**src/rtl/lrsc_pkg.sv**
```systemverilog
package lrsc_pkg;
  localparam int EXC_W = 5;

  localparam logic [6:0] OPC_ATOMIC = 7'b0101111;
  localparam logic [4:0] F5_LOADRES = 5'b00010;
  localparam logic [4:0] F5_STORECOND = 5'b00011;
  localparam logic [2:0] SZ_WORD = 3'b010;
  localparam logic [2:0] SZ_DWORD = 3'b011;

  localparam logic [EXC_W-1:0] EXC_ILLEGAL = 5'd2;
  localparam logic [EXC_W-1:0] EXC_LOAD_FAULT = 5'd5;
  localparam logic [EXC_W-1:0] EXC_AMO_MISALIGN = 5'd6;
  localparam logic [EXC_W-1:0] EXC_AMO_FAULT = 5'd7;

  typedef enum logic [1:0] {
    ST_IDLE,
    ST_REQ,
    ST_RSP,
    ST_DONE
  } state_e;

  typedef struct packed {
    logic       legal;
    logic       is_sc;
    logic       dword;
    logic       aq;
    logic       rl;
    logic       misal;
    logic [4:0] rd;
  } dec_t;
endpackage

```
**src/rtl/lrsc_decode.sv**
```systemverilog
module lrsc_decode #(
  parameter int XLEN = 64
) (
  input  logic [31:0]      instr_i,
  input  logic [XLEN-1:0]  vaddr_i,
  output lrsc_pkg::dec_t   dec_o
);
  import lrsc_pkg::*;

  logic       op_ok;
  logic       lr_form;
  logic       sc_form;
  logic       size_ok;
  logic [2:0] align_mask;

  always_comb begin
    op_ok   = (instr_i[6:0] == OPC_ATOMIC);
    lr_form = op_ok && (instr_i[31:27] == F5_LOADRES) && (instr_i[24:20] == 5'd0);
    sc_form = op_ok && (instr_i[31:27] == F5_STORECOND);
    size_ok = (instr_i[14:12] == SZ_WORD) || (instr_i[14:12] == SZ_DWORD);

    case (instr_i[13:12])
      2'b00:   align_mask = 3'b000;
      2'b01:   align_mask = 3'b001;
      2'b10:   align_mask = 3'b011;
      default: align_mask = 3'b111;
    endcase

    dec_o.legal = (lr_form || sc_form) && size_ok;
    dec_o.is_sc = sc_form;
    dec_o.dword = instr_i[12];
    dec_o.aq    = instr_i[26];
    dec_o.rl    = instr_i[25];
    dec_o.misal = |(vaddr_i[2:0] & align_mask);
    dec_o.rd    = instr_i[11:7];
  end
endmodule

```
**src/rtl/lrsc_resv.sv**
```systemverilog
module lrsc_resv #(
  parameter int AW = 64
) (
  input  logic          clk,
  input  logic          rst_n,
  input  logic          set_i,
  input  logic [AW-1:0] set_addr_i,
  input  logic          clr_i,
  input  logic [AW-1:0] probe_addr_i,
  output logic          hit_o,
  output logic          valid_o
);
  logic          valid_q, valid_d;
  logic [AW-1:0] addr_q;

  always_comb begin
    valid_d = valid_q;
    if (set_i) valid_d = 1'b1;
    if (clr_i) valid_d = 1'b0;
  end

  always_ff @(posedge clk or negedge rst_n) begin
    if (!rst_n) begin
      valid_q <= 1'b0;
    end else begin
      valid_q <= valid_d;
    end
  end

  always_ff @(posedge clk or negedge rst_n) begin
    if (!rst_n) begin
      addr_q <= '0;
    end else if (set_i) begin
      addr_q <= set_addr_i;
    end
  end

  assign hit_o   = valid_q && (addr_q == probe_addr_i);
  assign valid_o = valid_q;
endmodule

```
**src/rtl/lrsc_unit.sv**
```systemverilog
module lrsc_unit #(
  parameter int XLEN = 64
) (
  input  logic                       clk,
  input  logic                       rst_n,
  input  logic                       start_i,
  input  logic [31:0]                instr_i,
  input  logic [XLEN-1:0]            rs1_val_i,
  input  logic [XLEN-1:0]            rs2_val_i,
  input  logic                       xlat_fault_i,
  input  logic [lrsc_pkg::EXC_W-1:0] xlat_code_i,
  input  logic [XLEN-1:0]            xlat_paddr_i,
  input  logic                       trap_entry_i,
  input  logic                       xret_i,
  output logic                       mem_req_valid_o,
  input  logic                       mem_req_ready_i,
  output logic                       mem_req_write_o,
  output logic                       mem_req_dword_o,
  output logic [XLEN-1:0]            mem_req_addr_o,
  output logic [XLEN-1:0]            mem_req_wdata_o,
  output logic                       mem_req_aq_o,
  output logic                       mem_req_rl_o,
  input  logic                       mem_rsp_valid_i,
  input  logic                       mem_rsp_fault_i,
  input  logic [XLEN-1:0]            mem_rsp_rdata_i,
  output logic                       busy_o,
  output logic                       done_o,
  output logic                       rd_we_o,
  output logic [4:0]                 rd_idx_o,
  output logic [XLEN-1:0]            rd_data_o,
  output logic                       exc_valid_o,
  output logic [lrsc_pkg::EXC_W-1:0] exc_code_o
);
  import lrsc_pkg::*;

  localparam int UPPER_W = XLEN - 32;

  state_e            state_q, state_d;
  dec_t              dec;
  logic              accept;
  logic              resv_hit;
  logic              resv_valid;
  logic              resv_set;
  logic              resv_clr;
  logic              sc_ok;

  // Operation capture, loaded on accept
  logic [XLEN-1:0]   vaddr_q, paddr_q, wdata_q;
  logic              is_sc_q, dword_q, aq_q, rl_q;
  logic [4:0]        rd_q;
  logic [XLEN-1:0]   wdata_d;

  // Result registers, loaded when the outcome is known
  logic              res_en;
  logic              res_we_q, res_we_d;
  logic              exc_q, exc_d;
  logic [EXC_W-1:0]  code_q, code_d;
  logic [XLEN-1:0]   data_q, data_d;

  lrsc_decode #(.XLEN(XLEN)) u_decode (
    .instr_i (instr_i),
    .vaddr_i (rs1_val_i),
    .dec_o   (dec)
  );

  lrsc_resv #(.AW(XLEN)) u_resv (
    .clk          (clk),
    .rst_n        (rst_n),
    .set_i        (resv_set),
    .set_addr_i   (vaddr_q),
    .clr_i        (resv_clr),
    .probe_addr_i (rs1_val_i),
    .hit_o        (resv_hit),
    .valid_o      (resv_valid)
  );

  assign accept  = start_i && (state_q == ST_IDLE);
  assign wdata_d = dec.dword ? rs2_val_i : {{UPPER_W{1'b0}}, rs2_val_i[31:0]};

  // Next state and outcome
  always_comb begin
    state_d  = state_q;
    res_en   = 1'b0;
    res_we_d = 1'b0;
    exc_d    = 1'b0;
    code_d   = '0;
    data_d   = '0;
    resv_set = 1'b0;
    sc_ok    = 1'b0;

    unique case (state_q)
      ST_IDLE: begin
        if (accept) begin
          res_en  = 1'b1;
          state_d = ST_DONE;
          if (!dec.legal) begin
            exc_d  = 1'b1;
            code_d = EXC_ILLEGAL;
          end else if (dec.misal) begin
            exc_d  = 1'b1;
            code_d = EXC_AMO_MISALIGN;
          end else if (xlat_fault_i) begin
            exc_d  = 1'b1;
            code_d = xlat_code_i;
          end else if (dec.is_sc && !resv_hit) begin
            res_we_d = 1'b1;
            data_d   = {{(XLEN-1){1'b0}}, 1'b1};
          end else begin
            res_en  = 1'b0;
            state_d = ST_REQ;
          end
        end
      end
      ST_REQ: begin
        if (mem_req_ready_i) state_d = ST_RSP;
      end
      ST_RSP: begin
        if (mem_rsp_valid_i) begin
          res_en  = 1'b1;
          state_d = ST_DONE;
          if (mem_rsp_fault_i) begin
            exc_d  = 1'b1;
            code_d = is_sc_q ? EXC_AMO_FAULT : EXC_LOAD_FAULT;
          end else if (is_sc_q) begin
            res_we_d = 1'b1;
            sc_ok    = 1'b1;
          end else begin
            res_we_d = 1'b1;
            resv_set = 1'b1;
            data_d   = dword_q ? mem_rsp_rdata_i
                               : {{UPPER_W{mem_rsp_rdata_i[31]}}, mem_rsp_rdata_i[31:0]};
          end
        end
      end
      default: begin
        state_d = ST_IDLE;
      end
    endcase
  end

  assign resv_clr = sc_ok || trap_entry_i || xret_i;

  always_ff @(posedge clk or negedge rst_n) begin
    if (!rst_n) begin
      state_q <= ST_IDLE;
    end else begin
      state_q <= state_d;
    end
  end

  always_ff @(posedge clk or negedge rst_n) begin
    if (!rst_n) begin
      vaddr_q <= '0;
      paddr_q <= '0;
      wdata_q <= '0;
      is_sc_q <= 1'b0;
      dword_q <= 1'b0;
      aq_q    <= 1'b0;
      rl_q    <= 1'b0;
      rd_q    <= '0;
    end else if (accept) begin
      vaddr_q <= rs1_val_i;
      paddr_q <= xlat_paddr_i;
      wdata_q <= wdata_d;
      is_sc_q <= dec.is_sc;
      dword_q <= dec.dword;
      aq_q    <= dec.aq;
      rl_q    <= dec.rl;
      rd_q    <= dec.rd;
    end
  end

  always_ff @(posedge clk or negedge rst_n) begin
    if (!rst_n) begin
      res_we_q <= 1'b0;
      exc_q    <= 1'b0;
      code_q   <= '0;
      data_q   <= '0;
    end else if (res_en) begin
      res_we_q <= res_we_d;
      exc_q    <= exc_d;
      code_q   <= code_d;
      data_q   <= data_d;
    end
  end

  assign busy_o          = (state_q != ST_IDLE);
  assign done_o          = (state_q == ST_DONE);
  assign rd_we_o         = done_o && res_we_q;
  assign exc_valid_o     = done_o && exc_q;
  assign rd_idx_o        = rd_q;
  assign rd_data_o       = data_q;
  assign exc_code_o      = code_q;

  assign mem_req_valid_o = (state_q == ST_REQ);
  assign mem_req_write_o = is_sc_q;
  assign mem_req_dword_o = dword_q;
  assign mem_req_addr_o  = paddr_q;
  assign mem_req_wdata_o = wdata_q;
  assign mem_req_aq_o    = aq_q;
  assign mem_req_rl_o    = rl_q;
endmodule

```
**config.mk**
```make
export PLATFORM = sky130hd
export DESIGN_NAME = lrsc_unit
export DESIGN_NICKNAME = d
export VERILOG_FILES = /design/src/rtl/lrsc_pkg.sv /design/src/rtl/lrsc_decode.sv /design/src/rtl/lrsc_resv.sv /design/src/rtl/lrsc_unit.sv
export SDC_FILE = /design/constraint.sdc
export NUM_CORES = 1
export LEC_CHECK = 0
export CAP_MARGIN = 30
export CORE_AREA = 5 5 194 196
export CTS_BUF_LIST = sky130_fd_sc_hd__clkbuf_8
export CTS_CLUSTER_DIAMETER = 40
export CTS_CLUSTER_SIZE = 12
export DETAILED_ROUTE_END_ITERATION = 10
export DIE_AREA = 0 0 199 201
export DONT_BUFFER_PORTS = 1
export PLACE_DENSITY = 0.57
export SETUP_SLACK_MARGIN = 0.2
export SLEW_MARGIN = 40
export SYNTH_ARGS = -nofsm -noshare
export SYNTH_HDL_FRONTEND = slang
export SYNTH_HIERARCHICAL = 1
export SYNTH_SLANG_ARGS = --single-unit
```
**constraint.sdc**
```tcl
create_clock -name clk -period 7.4 [get_ports clk]
set_clock_uncertainty 0.15 [all_clocks]
set_input_delay 0.37 -clock clk [delete_from_list [all_inputs] [get_ports clk]]
set_output_delay 0.37 -clock clk [all_outputs]
set_load 0.01 [all_outputs]
```
== Word level (Yosys, flattened, before mapping) ==
Cells that the tools add are included.
Word-level totals
  register bits: 339
  latch bits: 0
  RAM bits: 0
  bits in read-only memories: 0
  input bits: 302
  output and inout bits: 211
  memories: 0
Operators by class
  add/sub/neg operators: 0
  multipliers: 0
  div/mod/pow operators: 0
  $lt $le $gt $ge: 0
  equal/unequal tests: 14
  shifts and indexed selects: 0
  mux-type cells: 59
  bitwise logic cells: 1
  reductions and logical operators: 21
Operators by type and width (number)
  64-bit two-way mux: 5
  64-bit case mux with 2 select lines: 1
  64-bit == test: 1
  1-bit two-way mux: 33
  5-bit two-way mux: 4
  2-bit two-way mux: 8
  5-bit by 2-bit == test with 1-bit output, second input constant: 2
  5-bit case mux with 2 select lines: 1
  1-bit logical AND: 9
  3-bit case mux with 3 select lines: 1
  7-bit by 6-bit == test with 1-bit output, second input constant: 1
  2-bit == test, second input constant: 3
  3-bit by 2-bit == test with 1-bit output, second input constant: 2
  3-bit two-way mux: 2
  1-bit case mux with 2 select lines: 3
  2-bit case mux with 3 select lines: 1
  5-bit logical NOT: 1
  2-bit by 1-bit == test with 1-bit output, second input constant: 2
  2-bit logical NOT: 2
  1-bit logical OR: 4
  2-bit != test, second input constant: 2
  2-bit nonzero test: 2
  3-bit bitwise AND: 1
  3-bit AND reduction: 1
  3 further kinds: 3

== Logic depth before layout (Yosys ltp) ==
Gate-level depths: netlist (run 1).
  depth in word-level cells: 10
  gate-level depth with buffers: 11

== Modules after synthesis ==
The synthesis (run 1) kept the hierarchy.
By module, submodules not included
  lrsc_unit: instances 1, cells each 1101, area each 10745.3 µm², seq. area each 6856.6 µm²
  lrsc_resv: instances 1, cells each 246, area each 3101.7 µm², seq. area each 1626.6 µm²
  lrsc_decode: instances 1, cells each 23, area each 157.7 µm², seq. area each 0.0 µm²

== Worst setup path before layout (run 1) ==
No wires, ideal clock.
  kind: reg-to-reg
  start point: register state_q[0]
  end point: register u_resv.addr_q[0]
  setup time: 125 ps
  arrival time: 2376 ps
  required time: 7125 ps
  setup slack: 4749 ps
  stages on the path, launching flop included: 11
  buffers on the path: 4
  clock period less this slack: 2651 ps
  path through: dfrtp_1 > inv_1 > ha_1 > nand2_1 > or3_1 > clkbuf_1 > inv_2 > buf_2 > clkbuf_1 > buf_2 > mux2_2
Between the ends
  cells in the longest elaborated chain, start to end: 2
RTL lines
  start: declaration: line lrsc_unit.sv:38  | state_e state_q, state_d;
  start signal: assignment: line lrsc_unit.sv:147  | state_q <= state_d;
  2-bit == test: line lrsc_unit.sv:91  | unique case (state_q)
  1-bit two-way mux: line lrsc_unit.sv:91
  named net resv_set: line lrsc_unit.sv:43  | logic resv_set;
  end signal: assignment: line lrsc_resv.sv:34  | addr_q <= set_addr_i;
  end: declaration: line lrsc_resv.sv:14  | logic [AW-1:0] addr_q;
The timed path passes the listed nets, and every way through them passes these cells.
A chain may end at the register's enable or synchronous reset.

== Worst setup path in the final report (run 1) ==
  start point: register u_resv.addr_q[21]
  end point: register code_q[4], in the netlist exc_code_o[4]
Between the ends
  cells in the longest elaborated chain, start to end: 10
RTL lines
  64-bit == test: line lrsc_resv.sv:38  | assign hit_o = valid_q && (addr_q == probe_addr_i);
  1-bit logical AND: line lrsc_resv.sv:38
  named net resv_hit: line lrsc_unit.sv:41  | logic resv_hit;
  1-bit logical NOT: line lrsc_unit.sv:105  | end else if (dec.is_sc && !resv_hit) begin
  1-bit logical AND: line lrsc_unit.sv:105
  1-bit two-way mux: line lrsc_unit.sv:105
  1-bit two-way mux: line lrsc_unit.sv:102  | end else if (xlat_fault_i) begin
  1-bit two-way mux: line lrsc_unit.sv:99  | end else if (dec.misal) begin
  1-bit two-way mux: line lrsc_unit.sv:96  | if (!dec.legal) begin
  1-bit two-way mux: line lrsc_unit.sv:93  | if (accept) begin
  1-bit case mux with 2 select lines: line lrsc_unit.sv:91
  end signal: assignment: line lrsc_unit.sv:182  | code_q <= code_d;
  end: declaration: line lrsc_unit.sv:57  | logic [EXC_W-1:0] code_q, code_d;
The timed path passes the listed nets, and every way through them passes these cells.

==> flow_metrics.tcl, run 1 <==
set metrics [dict create \
    async_reset_ff_share_pct 100 \
    cts_resized 0 \
    register_area_mm2 0.00848 \
    status "complete, but fails checks" \
    arrival_ns 5.15 \
    cts_hold_buf 293 \
    synth.distinct_cells 48 \
    layout.cells.most_common "nand2_1" \
    numCtsBuffers 50 \
    design.die.area_mm2 0.0400 \
    start_util_pct 39.0 \
    antenna_found_initial 5 \
    hold_viol 339 \
    whs_ns -0.716 \
    drt_first_pass_iters 5 \
    slew_violations 0 \
    power_switching_w 0.00277 \
    root_buffer "clkbuf_8" \
    path_cells "xnor2_1 > nand4_1 > nor4_1 > nand4_1 > nor4_2 > and4b_1 > a211oi_4 > buf_4 > buf_4 > a22o_1 > dlygate4sd3_1" \
    irDropWorstVdd_v 0.000288 \
    hp-class "in2async" \
    start_kind "register" \
    crit_required_ns 7.81 \
    mostFrequentLayoutCells "nand2_1, dfrtp_1, dlygate4sd3_1" \
    r2r_slack_ns 2.65 \
    rows 70 \
    ys_warn_count 6 \
    cap_violations 0 \
    critPathKind "reg2reg" \
    wl_per_cell_um 20.9 \
    final_area_mm2 0.0185 \
    clk_pin_slew_worst_paths_ns 0.08 \
    dp_hpwl_um 27900 \
    core_area_mm2 0.0359 \
    grt_pass1_wl_um 68400 \
    path_buf_inv 3 \
    area_delta_synth_final_pct 32.0 \
    syn_nets 1677 \
    num_vias 10900 \
    critPathSlowestCell "a211oi_4" \
    clock_latency_ns 0.64 \
    cp_max_fo 48 \
    syn-cell-area_mm2 0.0140 \
    grt_usage_pct 21.7 \
    multi_input_area_mm2 0.00501 \
    die_y_um 201 \
    combPwrFrac_pct 25.3 \
    final.min_clock_period_ns 4.75 \
    grt_setup_unrepaired "no" \
    finalCritPeriodShare_pct 64.2 \
    internal-power_w 0.00466 \
    grt_start_max_net_pins 340 \
    ys_seq_area_share_pct 60.6 \
    htree_levels 2 \
    ant_nets 0 \
    portBuffers 0 \
    nets 1944 \
    violations "hold timing" \
    drt_iter0_markers 583 \
    drc 0 \
    dpl_cell_area_mm2 0.0143 \
    cts_max_path_buffers 3 \
    fillers 3053 \
    grt_pass1_vias 11700 \
    crit_family "simple AND/OR/NAND/NOR gates" \
    postSynthAreaPerCell_um2 10.2 \
    chipWidth_um 199 \
    slew_headroom_pct 46.7 \
    slowest_delay_ns 0.59 \
    layout-drive-gt1-share_pct 11.2 \
    setup_viol 0 \
    syn_inst 1370 \
    cts_tree "yes" \
    synth_edf_count 0 \
    synth_flop_cell "dfrtp_1" \
    end_kind "register" \
    cts_sinks 339 \
    p_seq_share_pct 49.1 \
    avgViaCountPerCell 5.09 \
    pwr-share-clk_pct 25.6 \
    setup-tns-final_ns 0 \
    p_total_w 0.00743 \
    fmax_mhz 211 \
    worst_slew_pin_slew_ns 0.800 \
    ys_seq_elements 339 \
    wl_um 44800 \
    p_leak_nw 8.98 \
    gr-total-overflow 0 \
    io_pins 513 \
    place_congestion 0.877 \
    sw_frac_of_total_pct 37.3 \
    powerDensity_mw_per_mm2 402 \
]
path summary, 6_finish.rpt:
path	startpoint	end	cells after the start
max in group asynchronous	rst_n	mem_req_addr_o[56]$_DFFE_PN0N_	0
max	u_resv/addr_q[21]$_DFFE_PN0P_	exc_code_o[4]$_DFFE_PN0P_	11
max reg2reg	u_resv/addr_q[21]$_DFFE_PN0P_	exc_code_o[4]$_DFFE_PN0P_	11
min in group clk	mem_req_ready_i	state_q[0]$_DFFE_PN0P_	2
min reg2reg	vaddr_q[35]$_DFFE_PN0N_	vaddr_q[35]$_DFFE_PN0N_	2
min	rst_n	vaddr_q[49]$_DFFE_PN0N_	0
state kept, by name, summed over array words and instances (netlist names), 2 cells and up:
register / count
exc_code_o: 5
mem_req_addr_o: 64
mem_req_wdata_o: 64
rd_data_o: 64
rd_idx_o: 5
state_q: 2
u_resv/addr_q: 64
vaddr_q: 64
power by group through the flow:
stage	clock [W]	combinational (W)	sequential [W]
5_1_grt	0.00203	0.00212	0.00376
3_3_place_gp	0	0.00161	0.00365
4_1_cts	0.00195	0.00186	0.00364
3_5_place_dp	0	0.00168	0.00366
6_report	0.00190	0.00188	0.00365
2_1_floorplan	0	0.00140	0.00341
synth_stat cells, types with 7 or more instances:
library cell  number  area share, %
a21oi_1           36            1.3
a22o_1            35            2.2
buf_2             29            1.0
buf_4             10           0.54
clkbuf_1          40            1.1
dfrtp_1          339             61
inv_1             22           0.59
mux2_2            58            4.7
nand2_1          584             16
nand3_1           34            1.2
nand4_1            9           0.40
nor2_1             7           0.19
nor4_1             9           0.40
o21ai_0           11           0.39
o22ai_1            7           0.31
o2bb2ai_1         14           0.88
o2bb2ai_2         20            2.1
xnor2_1           29            1.8
xor2_1            21            1.3
stage by stage:
| step | cells | setup WS, ns | util (%) |
|---|---|---|---|
| 2_1_floorplan | 1370 | 4.75 | - |
| 3_3_place_gp | 1758 | 3.07 | 39.6 |
| 3_5_place_dp | 1759 | 3.19 | 39.7 |
| 4_1_cts | 2145 | 2.63 | 51.4 |
| 5_1_grt | 2149 | 2.38 | 51.5 |
| 6_report | 2149 | 2.65 | 51.5 |
per-layer routing:
metal / track usage [%] / wire (um) / vias up
li1: - / - / 5007
met1: 26.1 / 16900 / 5293
met2: 36.2 / 21900 / 552
met3: 7.89 / 4650 / 84
met4: 6.99 / 1350 / 0
met5: 0 / 0 / -
worst register-to-register path, delay by kind of cell, from the launching register on:
| family | cells | cell delay [ns] |
|---|---|---|
| xor gates and xnor gates | 1 | 0.18 |
| AOI/OAI and AO/OA | 2 | 0.81 |
| DFF | 1 | 0.39 |
| buffers and inverters | 3 | 1.38 |
| and+or+nand+nor | 5 | 1.76 |
cells by family (layout without fill, tap and decap cells):
| group | Yosys count | count (layout) | synth area share (%) |
|---|---|---|---|
| flops | 339 | 339 | 60.6 |
| simple gates | 665 | 665 | 19.1 |
| mux | 59 | 59 | 4.74 |
| buf+inv | 112 | 420 | 3.80 |
| other cells | 0 | 3 | 0 |
| compound gates | 140 | 140 | 8.26 |
| fa+ha+maj | 5 | 5 | 0.447 |
| xor+xnor | 50 | 50 | 3.13 |
layout make-up:
class | count | share of cell area [%]
antenna | 3 | 0.0406
clock buffer | 54 | 4.02
clock inverter | 39 | 2.87
inverter | 23 | 0.480
multi-input combinational | 919 | 27.1
sequential | 339 | 45.9
tap | 468 | 3.17
timing repair buffer | 304 | 16.5
repair_timing:
item / in CTS / in global routing
setup buffers: 0 / 0
endpoints found under the hold margin: 614 / 339
endpoints found under the setup margin: 0 / 0
Power figures use the tool's default switching activity.
==> run 2, diff against run 1 <==
CORE_AREA = 5 5 196 198   (was 5 5 194 196)
DIE_AREA = 0 0 201 203   (was 0 0 199 201)
PLACE_DENSITY = 0.58   (was 0.57)
clock period = 3.92 ns   (was 7.4 ns; I/O delays follow)
==> run 2 against run 1 <==
Total power up 86%. Non-clock buffer count up 12. Register-to-register slack worse by 2.2 ns. Fmax up 38%. The flow still finishes with violations (hold timing). Sequential share of layout area down 0.18 points. Critical path type unchanged. Die area up 2.0%. Final cell count up 0.42%.
==> flow_metrics.tcl, run 2 (same netlist as run 1, synthesis figures left out) <==
set metrics [dict create \
    htree_levels 2 \
    mostFrequentLayoutCells "nand2_1, dfrtp_1, dlygate4sd3_1" \
    cts_max_path_buffers 3 \
    setup_viol 0 \
    irDropWorstVdd_v 0.000399 \
    crit_required_ns 4.26 \
    cts_hold_buf 303 \
    whs_ns -0.882 \
    drc 0 \
    worstSetupStartpoint "u_resv/addr_q[21]$_DFFE_PN0P_" \
    gr-total-overflow 0 \
    nets 1954 \
    fmax_mhz 290 \
    grt_start_max_net_pins 340 \
    grt_pass1_vias 11900 \
    arrival_ns 3.79 \
    hold_viol 339 \
    start_util_pct 38.5 \
    final.min_clock_period_ns 3.45 \
    place_congestion 0.883 \
    p_leak_nw 8.92 \
    cp_max_fo 6 \
    start_kind "register" \
    chipWidth_um 201 \
    fillers 3082 \
    rows 70 \
    end_kind "register" \
    design.die.area_mm2 0.0408 \
    dp_hpwl_um 28100 \
    critPathKind "reg2reg" \
    grt_setup_unrepaired "no" \
    num_vias 11000 \
    grt_usage_pct 21.8 \
    area_delta_synth_final_pct 32.6 \
    avgViaCountPerCell 5.11 \
    drt_first_pass_iters 5 \
    grt_pass1_wl_um 70700 \
    r2r_slack_ns 0.47 \
    layout-drive-gt1-share_pct 11.1 \
    r2r_start "u_resv/addr_q[21]$_DFFE_PN0P_" \
    portBuffers 0 \
    cts_tree "yes" \
    setup-tns-final_ns 0 \
    drt_iter0_markers 661 \
    clock_latency_ns 0.63 \
    die_y_um 203 \
    reg2reg_depth 9 \
    clk_pin_slew_worst_paths_ns 0.07 \
    powerDensity_mw_per_mm2 744 \
    cap_violations 0 \
    finalCritPeriodShare_pct 88.1 \
    layout.cells.most_common "nand2_1" \
    violations "hold timing" \
    slew_headroom_pct 40.4 \
    hp-class "in2async" \
    antenna_found_initial 3 \
    core_area_mm2 0.0363 \
    wl_per_cell_um 21.0 \
    cts_sinks 339 \
    slew_violations 0 \
    ant_nets 0 \
    cts_resized 0 \
    io_pins 513 \
    cts_setup_buffers 0 \
    root_buffer "clkbuf_8" \
    worst_slew_pin_slew_ns 0.886 \
    numCtsBuffers 48 \
    wl_um 45300 \
    status "complete, but fails checks" \
]
run 2: changes by cell type in the layout (fill, tap and decap cells not counted), moves of 2 or more:
cell,change
clkinv_2,+3
buf_12,+7
inv_6,-7
dlygate4sd3_1,+10
clkinv_4,+2
buf_6,-3
bufinv_16,-2
clkinvlp_4,+3
clkbuf_8,-2
run 2: metrics by stage:
step                      cell area (um2)  total power [W]  utilization [%]  cells  worst slack [ns]
after floorplan                     14000          0.00907                -   1370              1.27
after global placement              14300           0.0100             39.5   1762             0.646
after detailed placement            14300           0.0101             39.5   1762             0.554
after CTS                           18600           0.0139             51.0   2154             0.275
after global routing                18600           0.0147             51.1   2155             0.208
final                               18600           0.0138             51.1   2158             0.467
run 2: power breakdown:
group | internal [W] | switching (W)
clock network | 0.00182 | 0.00150
logic | 0.00165 | 0.00192
registers | 0.00513 | 0.00178
total | 0.00861 | 0.00521
run 2: layout make-up:
cell class                 instances  area, um2  share of cell area (%)
sequential                       339       8480                    45.7
tap                              468        586                    3.15
timing repair buffer             316       3220                    17.3
clock inverter                    37        455                    2.45
antenna                            4       10.0                  0.0539
clock buffer                      52        716                    3.86
inverter                          23       88.8                   0.479
multi-input combinational        919       5010                    27.0
run 2: routing by layer:
metal | part of all wire (%) | wire length [um] | track usage, % | vias up
li1 | - | - | - | 5016
met1 | 38 | 17300 | 25.8 | 5359
met2 | 48 | 22000 | 36.2 | 544
met3 | 9.7 | 4410 | 8.08 | 113
met4 | 3.6 | 1660 | 8.43 | 2
met5 | 0.044 | 20 | 0 | -
run 2: worst paths after layout:
| kind | to |
|---|---|
| min | rd_idx_o[4]$_DFFE_PN0N_ |
| max reg2reg | exc_code_o[2]$_DFFE_PN0P_ |
| min reg2reg | vaddr_q[58]$_DFFE_PN0N_ |
| max in group asynchronous | mem_req_addr_o[57]$_DFFE_PN0N_ |
| max | exc_code_o[2]$_DFFE_PN0P_ |
| min in group clk | mem_req_dword_o$_DFFE_PN0N_ |
run 2: critical path: stages, from the launching register on:
cell and delay [ns]:
dfrtp_1 0.39, xnor2_1 0.15, nand4_1 0.20, nor4_1 0.43
nand4_1 0.16, nor4_2 0.48, and4b_1 0.34, a211o_1 0.35
mux2i_1 0.13, dlygate4sd3_1 0.55
==> run 3, diff against run 2 <==
==> constraint.sdc (replaced) <==
create_clock -name clk -period 3.92 [get_ports clk]
set_clock_uncertainty 0.15 [all_clocks]
set_input_delay 0.784 -clock clk [delete_from_list [all_inputs] [get_ports clk]]
set_output_delay 0.784 -clock clk [all_outputs]
set_load 0.01 [all_outputs]
==> run 3 against run 2 <==
The run still ends with hold timing left. Via count down 13%. Fmax up 3.0%. Clock power down 5%. Sequential share of layout area up 8.8 points. Worst hold slack better by 0.61 ns. Wire length down 12%. Non-clock buffer count down 293. Total power down 3.8%. Combinational power down 9.0%. Utilization down 8.2 points. Final cell count down 14%. Die area unchanged. Critical path type unchanged. Critical endpoint is now rd_data_o[40]$_DFFE_PN0P_. Highest routed layer unchanged.
==> flow_metrics.tcl, run 3 (same netlist as run 1, synthesis figures left out) <==
set metrics [dict create \
    finalCritPeriodShare_pct 85.5 \
    numCtsBuffers 48 \
    hold_viol 286 \
    drt_iter0_markers 572 \
    drt_first_pass_iters 5 \
    grt_pass1_vias 9918 \
    slew_headroom_pct 19.7 \
    layout.cells.most_common "nand2_1" \
    portBuffers 0 \
    whs_ns -0.268 \
    grt_start_max_net_pins 340 \
    slowest_delay_ns 0.44 \
    start_kind "register" \
    die_y_um 203 \
    setup_viol 0 \
    rows 70 \
    powerDensity_mw_per_mm2 854 \
    chipWidth_um 201 \
    hp-class "in2async" \
    violations "hold timing" \
    status "complete, but fails checks" \
    pre_cts_ws_ns 0.131 \
    irDropWorstVdd_v 0.000360 \
    nets 1661 \
    final_area_mm2 0.0156 \
    grt_pass1_wl_um 61400 \
    grt_setup_unrepaired "no" \
    cts_max_path_buffers 3 \
    core_area_mm2 0.0363 \
    layout-drive-gt1-share_pct 14.1 \
    setup-tns-final_ns 0 \
    num_vias 9630 \
    setup_ws_ns 0.568 \
    critPathKind "reg2reg" \
    final.min_clock_period_ns 3.35 \
    p_total_w 0.0133 \
    grt_usage_pct 19.1 \
    wl_per_cell_um 21.5 \
    root_buffer "clkbuf_8" \
    clock_latency_ns 0.60 \
    end_kind "register" \
    critPathSlowestCell "nor4_2" \
    path_cells "xnor2_1 > nand4_1 > nor4_1 > nand4_1 > nor4_2 > buf_4 > and4b_1 > a211oi_4 > buf_12 > buf_4 > o2bb2ai_1" \
    io_pins 513 \
    drc 0 \
    place_congestion 0.866 \
    htree_levels 2 \
    start_util_pct 38.5 \
    fillers 3454 \
    clk_pin_slew_worst_paths_ns 0.07 \
    worst_slew_pin_slew_ns 1.20 \
    cp_max_fo 13 \
    cts_sinks 339 \
    wl_um 40000 \
    cts_tree "yes" \
    dpl_cell_area_mm2 0.0144 \
    dp_hpwl_um 28600 \
    gr-total-overflow 0 \
    slew_violations 0 \
    crit_required_ns 4.27 \
    design.die.area_mm2 0.0408 \
    p_leak_nw 7.72 \
    arrival_ns 3.70 \
    avgViaCountPerCell 5.17 \
    fmax_mhz 298 \
    antenna_found_initial 3 \
    cts_setup_buffers 0 \
    area_delta_synth_final_pct 11.2 \
    mostFrequentLayoutCells "nand2_1, dfrtp_1, mux2_2" \
    cap_violations 0 \
    ant_nets 0 \
]
## run 3: cell types whose count changed in the layout (fill, tap and decap cells not counted), sizes merged
| cell | delta |
|---|---|
| buf | +9 |
| diode | -2 |
| clkinv | -3 |
| clkbuf | +4 |
| dlygate4sd3 | -302 |
| clkinvlp | +3 |
| inv | -2 |
| bufinv | -2 |
## run 3: layout make-up
type	count	area, um2	share of cell area, %
antenna	2	5.00	0.0321
clock buffer	56	771	4.95
clock inverter	33	357	2.29
inverter	23	88.8	0.571
multi-input combinational	919	5020	32.2
sequential	339	8480	54.5
tap	468	586	3.76
timing repair buffer	23	260	1.67
## run 3: power breakdown
| part | total (W) | internal [W] | switching [W] | leakage [nW] |
|---|---|---|---|---|
| Combinational | 0.00325 | 0.00146 | 0.00178 | 2.82 |
| Sequential | 0.00687 | 0.00514 | 0.00173 | 4.33 |
| Clock | 0.00318 | 0.00174 | 0.00143 | 0.566 |
| Total | 0.0133 | 0.00834 | 0.00495 | 7.72 |
## run 3: worst paths after layout
kind	from	to	cells after the start	slack, ns
worst max-delay path	u_resv/addr_q[25]$_DFFE_PN0P_	rd_data_o[40]$_DFFE_PN0P_	11	0.57
worst min-delay path	rst_n	rd_idx_o[4]$_DFFE_PN0N_	0	-0.27
worst max register to register	u_resv/addr_q[25]$_DFFE_PN0P_	rd_data_o[40]$_DFFE_PN0P_	11	0.57
worst min register to register	vaddr_q[1]$_DFFE_PN0N_	vaddr_q[1]$_DFFE_PN0N_	2	0.32
max in group asynchronous	rst_n	mem_req_addr_o[63]$_DFFE_PN0N_	0	2.89
min in group clk	rs1_val_i[49]	vaddr_q[49]$_DFFE_PN0N_	2	0.13
## run 3: repair_timing
action                                  in CTS  in global routing
endpoints found under the setup margin       0                  0
gates resized for setup                      0                  0
hold endpoints to repair                   339                339
## run 3: through the flow
step / utilization, % / hold WS [ns] / instances
6_report: 42.8 / -0.268 / 1863
4_1_cts: 42.8 / -0.347 / 1861
2_1_floorplan: - / 0.290 / 1370
5_1_grt: 42.8 / -0.338 / 1861
3_3_place_gp: 39.7 / 0.301 / 1772
3_5_place_dp: 39.7 / 0.307 / 1772
## run 3: per-layer routing
metal,vias up,routed length (um),global-route usage (%)
met2,447,19600,32.0
met5,-,20,0
li1,4436,-,-
met1,4685,15100,22.5
met4,2,854,5.78
met3,60,4410,8.11
## run 3: worst max-delay path, delay by kind of cell (launching register included)
| kind | cells | cell delay (ns) |
|---|---|---|
| buffers and inverters | 3 | 0.54 |
| xor gates and xnor gates | 1 | 0.32 |
| DFF | 1 | 0.39 |
| and+or+nand+nor | 5 | 1.44 |
| AOI/OAI and AO/OA | 2 | 0.40 |
